`src/rtl/vte_pkg.sv`:
```
package vte_pkg;
    localparam int REG_AW = 4;
    localparam logic [REG_AW-1:0] A_HCTRL  = 4'd0;
    localparam logic [REG_AW-1:0] A_FPER   = 4'd1;
    localparam logic [REG_AW-1:0] A_VLEN   = 4'd2;
    localparam logic [REG_AW-1:0] A_HWIN   = 4'd3;
    localparam logic [REG_AW-1:0] A_VSTART = 4'd4;
    localparam logic [REG_AW-1:0] A_VEND   = 4'd5;
    localparam logic [REG_AW-1:0] A_BORDER = 4'd6;
    localparam logic [REG_AW-1:0] A_UNDER  = 4'd7;
    localparam logic [REG_AW-1:0] A_POL    = 4'd8;
    localparam logic [REG_AW-1:0] A_FMT    = 4'd9;
    localparam logic [REG_AW-1:0] A_CNTEN  = 4'd10;
    localparam logic [REG_AW-1:0] A_ENABLE = 4'd11;
    localparam logic [15:0] FMT_RESET      = 16'h2100;
endpackage

```
`src/rtl/vte_regs.sv`:
```
module vte_regs
    import vte_pkg::*;
#(
    parameter int HW = 16,
    parameter int FW = 32,
    parameter int CW = 24,
    parameter int DW = 32
) (
    input  logic              clk,
    input  logic              rst_n,
    input  logic              wr_en,
    input  logic [REG_AW-1:0] wr_addr,
    input  logic [DW-1:0]     wr_data,
    input  logic              frame_end_i,
    output logic              run_o,
    output logic [HW-1:0]     hper_o,
    output logic [HW-1:0]     hpw_o,
    output logic [HW-1:0]     hst_o,
    output logic [HW-1:0]     hend_o,
    output logic [FW-1:0]     fper_o,
    output logic [FW-1:0]     vlen_o,
    output logic [FW-1:0]     vst_o,
    output logic [FW-1:0]     vend_o,
    output logic [CW-1:0]     border_o,
    output logic [CW-1:0]     under_o,
    output logic [1:0]        pol_o,
    output logic [15:0]       fmt_o,
    output logic [1:0]        cnt_en_o
);
    localparam int HI_LSB = DW / 2;
    localparam logic [CW-1:0] UNDER_RESET = CW'(8'hFF);

    typedef struct packed {
        logic [HW-1:0] hper;
        logic [HW-1:0] hpw;
        logic [HW-1:0] hst;
        logic [HW-1:0] hend;
        logic [FW-1:0] fper;
        logic [FW-1:0] vlen;
        logic [FW-1:0] vst;
        logic [FW-1:0] vend;
        logic [CW-1:0] border;
        logic [CW-1:0] under;
        logic [1:0]    pol;
        logic [15:0]   fmt;
        logic [1:0]    cnt_en;
        logic          en;
    } cfg_t;

    typedef struct packed {
        cfg_t shd;
        cfg_t act;
    } state_t;

    state_t s_d, s_q;
    logic   boundary;

    function automatic cfg_t cfg_reset();
        cfg_t c;
        c        = '0;
        c.under  = UNDER_RESET;
        c.fmt    = FMT_RESET;
        return c;
    endfunction

    always_comb begin
        s_d      = s_q;
        boundary = !s_q.act.en || frame_end_i;
        if (wr_en) begin
            case (wr_addr)
                A_HCTRL: begin
                    s_d.shd.hper = wr_data[HW-1:0];
                    s_d.shd.hpw  = wr_data[HI_LSB +: HW];
                end
                A_FPER:   s_d.shd.fper   = wr_data[FW-1:0];
                A_VLEN:   s_d.shd.vlen   = wr_data[FW-1:0];
                A_HWIN: begin
                    s_d.shd.hst  = wr_data[HW-1:0];
                    s_d.shd.hend = wr_data[HI_LSB +: HW];
                end
                A_VSTART: s_d.shd.vst    = wr_data[FW-1:0];
                A_VEND:   s_d.shd.vend   = wr_data[FW-1:0];
                A_BORDER: s_d.shd.border = wr_data[CW-1:0];
                A_UNDER:  s_d.shd.under  = wr_data[CW-1:0];
                A_POL:    s_d.shd.pol    = wr_data[1:0];
                A_FMT:    s_d.shd.fmt    = wr_data[15:0];
                A_CNTEN:  s_d.shd.cnt_en = wr_data[1:0];
                A_ENABLE: s_d.shd.en     = wr_data[0];
                default: ;
            endcase
        end
        if (boundary) begin
            s_d.act = s_q.shd;
        end
    end

    always_ff @(posedge clk or negedge rst_n) begin
        if (!rst_n) begin
            s_q.shd <= cfg_reset();
            s_q.act <= cfg_reset();
        end else begin
            s_q <= s_d;
        end
    end

    assign run_o    = s_q.act.en;
    assign hper_o   = s_q.act.hper;
    assign hpw_o    = s_q.act.hpw;
    assign hst_o    = s_q.act.hst;
    assign hend_o   = s_q.act.hend;
    assign fper_o   = s_q.act.fper;
    assign vlen_o   = s_q.act.vlen;
    assign vst_o    = s_q.act.vst;
    assign vend_o   = s_q.act.vend;
    assign border_o = s_q.act.border;
    assign under_o  = s_q.act.under;
    assign pol_o    = s_q.act.pol;
    assign fmt_o    = s_q.act.fmt;
    assign cnt_en_o = s_q.act.cnt_en;

    AST_ACTIVE_HELD: assert property (@(posedge clk) disable iff (!rst_n)
        (s_q.act.en && !frame_end_i) |=> $stable(s_q.act)) else $error("active set changed mid-frame");

    AST_RUN_TO_FRAME_END: assert property (@(posedge clk) disable iff (!rst_n)
        (run_o && !frame_end_i) |=> run_o) else $error("engine stopped mid-frame");
endmodule

```
`src/rtl/vte_count.sv`:
```
module vte_count #(
    parameter int HW  = 16,
    parameter int FW  = 32,
    parameter int FCW = 16
) (
    input  logic           clk,
    input  logic           rst_n,
    input  logic           run_i,
    input  logic [HW-1:0]  hper_i,
    input  logic [FW-1:0]  fper_i,
    input  logic [1:0]     cnt_en_i,
    output logic [HW-1:0]  hpos_o,
    output logic [FW-1:0]  fpos_o,
    output logic [FW-1:0]  line_o,
    output logic [FCW-1:0] frame_o,
    output logic           frame_end_o
);
    localparam logic [HW-1:0]  H_ONE = HW'(1);
    localparam logic [FW-1:0]  F_ONE = FW'(1);
    localparam logic [FCW-1:0] C_ONE = FCW'(1);

    typedef struct packed {
        logic [HW-1:0]  hpos;
        logic [FW-1:0]  fpos;
        logic [FW-1:0]  line;
        logic [FCW-1:0] frame;
    } cnt_t;

    cnt_t c_d, c_q;
    logic h_wrap, f_wrap;

    always_comb begin
        h_wrap = (c_q.hpos == hper_i - H_ONE);
        f_wrap = (c_q.fpos == fper_i - F_ONE);
        c_d    = '0;
        if (run_i) begin
            c_d.hpos = (h_wrap || f_wrap) ? '0 : c_q.hpos + H_ONE;
            c_d.fpos = f_wrap ? '0 : c_q.fpos + F_ONE;
            if (cnt_en_i[1]) begin
                if (f_wrap)      c_d.line = '0;
                else if (h_wrap) c_d.line = c_q.line + F_ONE;
                else             c_d.line = c_q.line;
            end
            if (cnt_en_i[0]) begin
                c_d.frame = f_wrap ? c_q.frame + C_ONE : c_q.frame;
            end
        end
    end

    always_ff @(posedge clk or negedge rst_n) begin
        if (!rst_n) c_q <= '0;
        else        c_q <= c_d;
    end

    assign hpos_o      = c_q.hpos;
    assign fpos_o      = c_q.fpos;
    assign line_o      = c_q.line;
    assign frame_o     = c_q.frame;
    assign frame_end_o = run_i && f_wrap;

    AST_IDLE_ZERO: assert property (@(posedge clk) disable iff (!rst_n)
        !run_i |=> (c_q.fpos == '0 && c_q.hpos == '0 && c_q.line == '0)) else $error("counters moved while stopped");

    AST_HPOS_RANGE: assert property (@(posedge clk) disable iff (!rst_n)
        (run_i && hper_i != '0 && c_q.hpos < hper_i) |=> (c_q.hpos <= hper_i || !run_i)) else $error("line position overran");

    AST_FRAME_WRAP: assert property (@(posedge clk) disable iff (!rst_n)
        frame_end_o |=> c_q.fpos == '0) else $error("frame offset did not wrap");

    AST_LINE_GATED: assert property (@(posedge clk) disable iff (!rst_n)
        !cnt_en_i[1] |=> c_q.line == '0) else $error("line counter ran while gated");
endmodule

```
`src/rtl/vte_syncgen.sv`:
```
module vte_syncgen #(
    parameter int HW = 16,
    parameter int FW = 32,
    parameter int CW = 24
) (
    input  logic          clk,
    input  logic          rst_n,
    input  logic          run_i,
    input  logic [HW-1:0] hpos_i,
    input  logic [FW-1:0] fpos_i,
    input  logic [HW-1:0] hpw_i,
    input  logic [HW-1:0] hst_i,
    input  logic [HW-1:0] hend_i,
    input  logic [FW-1:0] vlen_i,
    input  logic [FW-1:0] vst_i,
    input  logic [FW-1:0] vend_i,
    input  logic [CW-1:0] border_i,
    input  logic [CW-1:0] under_i,
    input  logic [1:0]    pol_i,
    input  logic          pix_valid_i,
    input  logic [CW-1:0] pix_data_i,
    output logic          hsync_o,
    output logic          vsync_o,
    output logic          de_o,
    output logic [CW-1:0] pix_o
);
    typedef struct packed {
        logic          hs;
        logic          vs;
        logic          de;
        logic [CW-1:0] pix;
    } out_t;

    out_t o_d, o_q;
    logic h_act, v_act, h_win, v_win;

    always_comb begin
        h_act   = run_i && (hpos_i < hpw_i);
        v_act   = run_i && (fpos_i < vlen_i);
        h_win   = (hpos_i >= hst_i) && (hpos_i <= hend_i);
        v_win   = (fpos_i >= vst_i) && (fpos_i <= vend_i);
        o_d.hs  = h_act ^ pol_i[0];
        o_d.vs  = v_act ^ pol_i[1];
        o_d.de  = run_i && h_win && v_win;
        if (!o_d.de)          o_d.pix = border_i;
        else if (pix_valid_i) o_d.pix = pix_data_i;
        else                  o_d.pix = under_i;
    end

    always_ff @(posedge clk or negedge rst_n) begin
        if (!rst_n) o_q <= '0;
        else        o_q <= o_d;
    end

    assign hsync_o = o_q.hs;
    assign vsync_o = o_q.vs;
    assign de_o    = o_q.de;
    assign pix_o   = o_q.pix;

    AST_DE_IDLE: assert property (@(posedge clk) disable iff (!rst_n)
        !run_i |=> !de_o) else $error("de while stopped");

    AST_IDLE_LEVEL: assert property (@(posedge clk) disable iff (!rst_n)
        !run_i |=> (hsync_o == $past(pol_i[0]) && vsync_o == $past(pol_i[1]))) else $error("sync not inactive while stopped");

    AST_BORDER_OUTSIDE: assert property (@(posedge clk) disable iff (!rst_n)
        !o_d.de |=> pix_o == $past(border_i)) else $error("border colour missing");
endmodule

```
`src/rtl/vid_timing_engine.sv`:
```
module vid_timing_engine
    import vte_pkg::*;
#(
    parameter int HW  = 16,
    parameter int FW  = 32,
    parameter int CW  = 24,
    parameter int FCW = 16,
    parameter int DW  = 32
) (
    input  logic              clk,
    input  logic              rst_n,
    input  logic              wr_en,
    input  logic [REG_AW-1:0] wr_addr,
    input  logic [DW-1:0]     wr_data,
    input  logic              pix_valid,
    input  logic [CW-1:0]     pix_data,
    output logic              hsync,
    output logic              vsync,
    output logic              de,
    output logic [CW-1:0]     pix_out,
    output logic [FW-1:0]     line_count,
    output logic [FCW-1:0]    frame_count,
    output logic [15:0]       panel_format
);
    logic          run, frame_end;
    logic [HW-1:0] hper, hpw, hst, hend, hpos;
    logic [FW-1:0] fper, vlen, vst, vend, fpos;
    logic [CW-1:0] border, under;
    logic [1:0]    pol, cnt_en;

    vte_regs #(.HW(HW), .FW(FW), .CW(CW), .DW(DW)) u_regs (
        .clk(clk), .rst_n(rst_n), .wr_en(wr_en), .wr_addr(wr_addr), .wr_data(wr_data),
        .frame_end_i(frame_end), .run_o(run),
        .hper_o(hper), .hpw_o(hpw), .hst_o(hst), .hend_o(hend),
        .fper_o(fper), .vlen_o(vlen), .vst_o(vst), .vend_o(vend),
        .border_o(border), .under_o(under), .pol_o(pol),
        .fmt_o(panel_format), .cnt_en_o(cnt_en)
    );

    vte_count #(.HW(HW), .FW(FW), .FCW(FCW)) u_count (
        .clk(clk), .rst_n(rst_n), .run_i(run), .hper_i(hper), .fper_i(fper),
        .cnt_en_i(cnt_en), .hpos_o(hpos), .fpos_o(fpos),
        .line_o(line_count), .frame_o(frame_count), .frame_end_o(frame_end)
    );

    vte_syncgen #(.HW(HW), .FW(FW), .CW(CW)) u_sync (
        .clk(clk), .rst_n(rst_n), .run_i(run), .hpos_i(hpos), .fpos_i(fpos),
        .hpw_i(hpw), .hst_i(hst), .hend_i(hend),
        .vlen_i(vlen), .vst_i(vst), .vend_i(vend),
        .border_i(border), .under_i(under), .pol_i(pol),
        .pix_valid_i(pix_valid), .pix_data_i(pix_data),
        .hsync_o(hsync), .vsync_o(vsync), .de_o(de), .pix_o(pix_out)
    );
endmodule

```
`config.mk`:
```
export PLATFORM = sky130hd
export DESIGN_NAME = vid_timing_engine
export DESIGN_NICKNAME = d
export VERILOG_FILES = /design/src/rtl/vte_pkg.sv /design/src/rtl/vte_regs.sv /design/src/rtl/vte_count.sv /design/src/rtl/vte_syncgen.sv /design/src/rtl/vid_timing_engine.sv
export SDC_FILE = /design/constraint.sdc
export NUM_CORES = 1
export LEC_CHECK = 0
export BUFFER_PORTS_ARGS = -buffer_cell sky130_fd_sc_hd__buf_2
export CAP_MARGIN = 15
export CORE_UTILIZATION = 55
export CTS_CLUSTER_SIZE = 28
export DETAILED_ROUTE_END_ITERATION = 12
export GPL_TIMING_DRIVEN = 0
export HOLD_SLACK_MARGIN = 0.06
export PLACE_DENSITY = 0.69
export SLEW_MARGIN = 10
export SYNTH_ARGS = -nofsm -noshare
export SYNTH_HDL_FRONTEND = slang
export SYNTH_SLANG_ARGS = --single-unit
export TNS_END_PERCENT = 100
```
`constraint.sdc`:
```
create_clock -name clk -period 4.2 [get_ports clk]
set_input_delay 0.42 -clock clk [delete_from_list [all_inputs] [get_ports clk]]
set_output_delay 0.42 -clock clk [all_outputs]
set_load 0.05 [all_outputs]
```
; Yosys cells after proc, flatten, opt, wreduce, memory -nomap -nowiden
; Index checks and enable logic that the tools add are counted.
[totals]
reg_bits = 645
inputBits = 64
out_inout_bits = 91
word_cells = 98
[classes]
addsub = 6
order_cmp = 6
eq_ne = 15
muxes = 10
bitwise_logic = 2
reduce_logical = 23
[ops]
columns = cell, n
row1 = $mux 32, 4
row2 = $mux 96, 1
row3 = $add 32x1->32 const B, 2
row4 = $mux 16, 3
row5 = $mux 24, 2
row6 = $add 16x1->16 const B, 2
row7 = $eq 32x32->1, 1
row8 = $ge 32x32->1, 1
row9 = $le 32x32->1, 1
row10 = $lt 32x32->1, 1
row11 = $sub 32x1->32 const B, 1
row12 = $reduce_and 2->1, 12
row13 = $eq 16x16->1, 1
row14 = $eq 4x3->1 const B, 4
row15 = $eq 4x4->1 const B, 4
row16 = $ge 16x16->1, 1
row17 = $le 16x16->1, 1
row18 = $lt 16x16->1, 1
row19 = $sub 16x1->16 const B, 1
row20 = $eq 4x2->1 const B, 2
row21 = $logic_and 1x1->1, 7
row22 = $eq 4x1->1 const B, 1
row23 = $logic_not 4->1, 1
row24 = $ne 4x2->1 const B, 1
row25 = other kinds (4), 6

; Logic depth before layout (Yosys ltp)
[depth]
depth_word = 6
mapped_depth = 14
ltp_nobuf = 10

; By module
; Synthesis repeated with hierarchy kept, for this count alone.
[unflattened]
hier_cells = 2778
area_unflattened_um2 = 33382.0
[modules_own_cells]
columns = module, n_inst, cells_each, area_per_inst_um2, seq_area_each_um2
row1 = vte_regs, 1, 1381, 21296.7, 13087.6
row2 = vte_count, 1, 811, 7111.8, 2402.3
row3 = vte_syncgen, 1, 586, 4973.5, 675.6

; Least setup slack after synthesis
; Ideal clock, no wire load.
[synth_timing]
path_kind = register to register
start = register u_regs.s_q (netlist bit u_regs.fper_o[0])
end = register u_regs.s_q (netlist bit u_regs.border_o[23])
t_arrival_ps = 3297
t_required_ps = 4073
path_slack_ps = 775
path_stages_with_launch = 13
n_path_buf = 2
period_less_slack_ps = 3425
path_cell_list = dfrtp_1 -> inv_1 -> ha_1 -> nor3b_1 -> nand3_1 -> or4b_2 -> a22oi_1 -> and4_1 -> nand4_2 -> o31ai_4 -> buf_8 -> buf_6 -> mux2_1
[synth_via]
elab_chain_len = 4
[synth_lines]
columns = item, line_no
row1 = "start, declared", vte_regs.sv:55  ; state_t s_d, s_q;
row2 = $sub 32x1->32, vte_count.sv:34  ; f_wrap = (c_q.fpos == fper_i - F_ONE);
row3 = $eq 32x32->1, vte_count.sv:34
row4 = $logic_and 1x1->1, vte_count.sv:59  ; assign frame_end_o = run_i && f_wrap;
row5 = $logic_or 1x1->1, vte_regs.sv:68  ; boundary = !s_q.act.en || frame_end_i;
; Every way passes these cells.
; A chain may end at the register's enable or synchronous reset.

; Worst setup path after layout
[layout_timing]
start = register u_regs.s_q (netlist bit u_regs.fper_o[0])
end = register u_regs.s_q (netlist bit u_regs.fmt_o[6])
; The elaborated chain is that of the path after synthesis.

==> Implementation_results.wiki <==
{| class="wikitable"
! Metric !! Value
|-
| Result of the run || completed
|-
| Post-synthesis instance area || 31190 µm²
|-
| Via total after detailed routing || 20330
|-
| Initial core utilization || between 50% and 60%
|-
| Areal power density over the cells || 596.0 nW/µm²
|-
| Number of antenna violations at the first check in global routing || 8
|-
| Boundary Pins || 155
|-
| Layout cell share with drive strength beyond 1 || 24.92%
|-
| Layout Cell Area excl Fill || 35440 µm²
|-
| Number of library cell types mapped by synthesis || 74
|-
| Clock Root Buffer || sky130_fd_sc_hd__clkbuf_16
|-
| #FFs+latches synth || 645
|-
| First drt pass iteration count || 5
|-
| Post-synth net total || 2705
|-
| Leakage power figure || 16.61 nW
|-
| Final number of setup-violating endpoints || 0
|-
| Class of the most critical hold timing path || in -> reg
|-
| Ant diodes || 0
|-
| Maximum resistive drop on vdd || 363.2 µV
|-
| Number of nets in the layout || 2941
|-
| Number of max-slew violations in the final report || 0
|-
| Final Critical Period || 4.064 ns
|-
| Estimated wirelength of the detail-placed design || 53410 µm
|-
| Worst-path maximum fanout || 10
|-
| Number of placed cells counting well taps || 3400
|-
| Headroom to the max-slew limit || 20.83%
|-
| First-pass GRT wire length || about 120000 µm
|-
| YS warnings || 0
|-
| Maximum Capacitance Violations || 0
|-
| Post-Place Worst Slack || -0.8981 ns
|-
| Number of levels in the clock H-tree || 3
|-
| Async set-reset flop share out of synthesis || 100.0%
|-
| Critical path arrival || between 4 and 5 ns
|-
| Cell area reported after detailed placement || approximately 33000 µm²
|-
| DIE AREA || 57670 µm²
|-
| Post-Route Hold Slack || around 0.15 ns
|-
| Count of flip-flops with a built-in enable after synthesis || 0
|-
| Setup repair after global routing missed its margin || no
|-
| RD Place Congestion || around 0.9
|-
| Y dimension of the die || ~240 µm
|-
| Post-synthesis cell count || between 2000 and 2500
|-
| Layout Area Growth over Synthesis || 13.59%
|-
| Final worst-path cycle share || 96.76%
|-
| TritonCTS buffer count || 70
|-
| Clock tree from TritonCTS || yes
|-
| Fin Clk Skew || 0.02320 ns
|-
| DRC || 0
|-
| Initial detailed-routing violation count || 1402
|-
| Most common cell after layout, fill and taps aside || sky130_fd_sc_hd__dfrtp_1
|-
| Fmax || 246.1 MHz
|-
| Via count of the first global-routing pass || 20930
|-
| Source-to-sink clock delay at the later pin of the worst-skew pair || 0.62 ns
|-
| Total Power Consumption || 21.12 mW
|-
| Start-to-end type of the worst setup path || reg -> reg
|-
| Pin count of the biggest net entering global routing || 116
|-
| Per-instance average area after synthesis || between 10 and 15 µm²
|-
| Data required time of the worst path || about 4.7 ns
|-
| Sequential-to-total area share from yosys stat || 51.82%
|-
| Final Hold Vio Count || 0
|-
| Most frequent cells in the layout || 625 x sky130_fd_sc_hd__dfrtp_1, 312 x sky130_fd_sc_hd__mux2_2, 257 x sky130_fd_sc_hd__mux2_1
|-
| Final worst-path setup slack || 0.1360 ns
|-
| Clock sink count || 645
|-
| Mean number of vias per cell || 5.753
|-
| Number of buffer cells added on primary ports || 153
|-
| Crit start category || register
|-
| Fillcell total || 4339
|-
| CTS clk-pin slew, worst paths || approximately 0.06 ns
|-
| Total core area || ~56000 µm²
|-
| CP Capture Type || register
|-
| Overall track demand over capacity in global routing || 27.16%
|-
| Non-filler instance count after layout || 3533
|-
| Buffer levels on the longest clock path || 3
|-
| Combined area of the multi-input logic cells || 13650 µm²
|-
| Wire length per cell || 21.42 µm
|-
| Die outline width || roughly 240 µm
|-
| Sequential cell area || 16170 µm²
|-
| Commonest register cell after synthesis || sky130_fd_sc_hd__dfrtp_1
|-
| Total overflow reported by the global router || 0
|-
| Site row count || 86
|-
| Post-detailed-routing wire length || 75660 µm
|-
| Number of antenna-violating nets in the routed design || 0
|-
| Measured slew at the worst slew-check pin || between 1 and 1.5 ns
|}
through the flow:
step	util (%)	setup TNS, ns
CTS	63.77	0
detailed placement	59.57	-61.82
global placement	59.25	-6489.16
floorplan	-	0
finish	63.82	0
global route	63.82	0
path summary, 6_finish.rpt:
check	startpoint	end	slack [ns]	cells after the start
max	u_regs.fper_o[0]$_DFFE_PN0P_	u_regs.fmt_o[6]$_DFFE_PN0P_	0.14	10
min	wr_data[31]	u_regs.s_q[393]$_DFFE_PN0P_	0.15	2
max reg2reg	u_regs.fper_o[0]$_DFFE_PN0P_	u_regs.fmt_o[6]$_DFFE_PN0P_	0.14	10
min reg2reg	u_regs.s_q[261]$_DFFE_PN0P_	u_regs.run_o$_DFFE_PN0P_	0.46	1
max in group asynchronous	rst_n	u_regs.under_o[6]$_DFFE_PN1P_	1.91	5
min in group asynchronous	rst_n	u_regs.s_q[498]$_DFFE_PN0P_	0.43	2
critical path, cell delays in order, from the launching register on:
cell,delay (ns)
sky130_fd_sc_hd__dfrtp_1,0.46
sky130_fd_sc_hd__or4_4,0.61
sky130_fd_sc_hd__or3_1,0.38
sky130_fd_sc_hd__a2111oi_2,0.50
sky130_fd_sc_hd__o2111a_1,0.24
sky130_fd_sc_hd__and4_1,0.26
sky130_fd_sc_hd__nand4_4,0.23
sky130_fd_sc_hd__o31ai_4,0.40
sky130_fd_sc_hd__buf_8,0.27
sky130_fd_sc_hd__buf_8,0.20
sky130_fd_sc_hd__mux2_1,0.34
synth_stat cells (all sizes together), types with 11 or more instances:
cell type,count,area [µm²]
buf,71,659.4
mux2,569,6407
nor3,47,245.2
a21o,28,210.2
nand3,52,260.3
nand4,54,344.1
mux2i,19,190.2
ha,148,1852
dfstp,20,525.5
nand3b,11,82.58
and3,19,118.9
xnor2,67,586.8
nand2,71,266.5
inv,159,596.8
dfrtp,625,15640
nand2b,35,219.0
a21oi,60,300.3
o21ai,40,200.2
or3,24,150.1
xor2,46,402.9
or4,12,93.84
nor2,105,394.1
nor4,44,281.5
clkbuf,50,188.9
power breakdown:
group	switching, mW	internal (mW)
clock network	2.56	3.46
logic	3.37	2.67
registers	1.12	7.93
total	7.06	14.1
cell families (layout without fill, tap and decap cells):
logic type | after synthesis | count (layout) | share of synthesized area [%]
AOI/OAI and AO/OA | 206 | 206 | 4.344
and+or+nand+nor | 512 | 512 | 8.868
adders and majority gates | 148 | 148 | 5.936
buffers and inverters | 280 | 572 | 4.633
muxes | 588 | 588 | 21.15
xor gates and xnor gates | 114 | 114 | 3.249
DFF | 645 | 645 | 51.82
what timing repair did:
item                                   4_1_cts  5_1_grt
setup buffers                                2        0
cloned                                       0        0
endpoints found under the hold margin       87        0
hold buffers                                 3        0
gates resized for setup                     11        6
setup endpoints to repair                  340      333
pin swaps                                    1        1
cell type report:
type | count | area share [%]
buffer | 120 | 2.401
inverter | 159 | 1.684
clock inverter | 27 | 0.7309
multi-input combinational | 1568 | 38.51
tap | 748 | 2.641
sequential | 645 | 45.62
timing repair buffer | 165 | 2.804
clock buffer | 101 | 5.611
per-layer routing:
layer	vias up	wire, µm	global-route usage, %
li1	9333	-	-
met1	10440	32970	36.46
met2	437	36950	45.18
met3	120	3981	4.443
met4	0	1760	8.396
met5	-	0	0
sequential cells by signal, summed over array words and instances (netlist names), 2 cells and up:
signal	cells
u_regs.vend_o	32
u_regs.fmt_o	16
u_count.line_o	32
u_regs.fper_o	32
u_regs.pol_o	2
u_sync.pix_o	24
u_regs.hper_o	16
u_regs.under_o	24
u_regs.border_o	24
u_regs.hend_o	16
u_count.fpos_o	32
u_regs.hst_o	16
u_regs.cnt_en_o	2
u_regs.vlen_o	32
u_regs.s_q	261
u_regs.vst_o	32
u_count.hpos_o	16
u_regs.hpw_o	16
u_count.frame_o	16
Power figures use the tool's default switching activity.
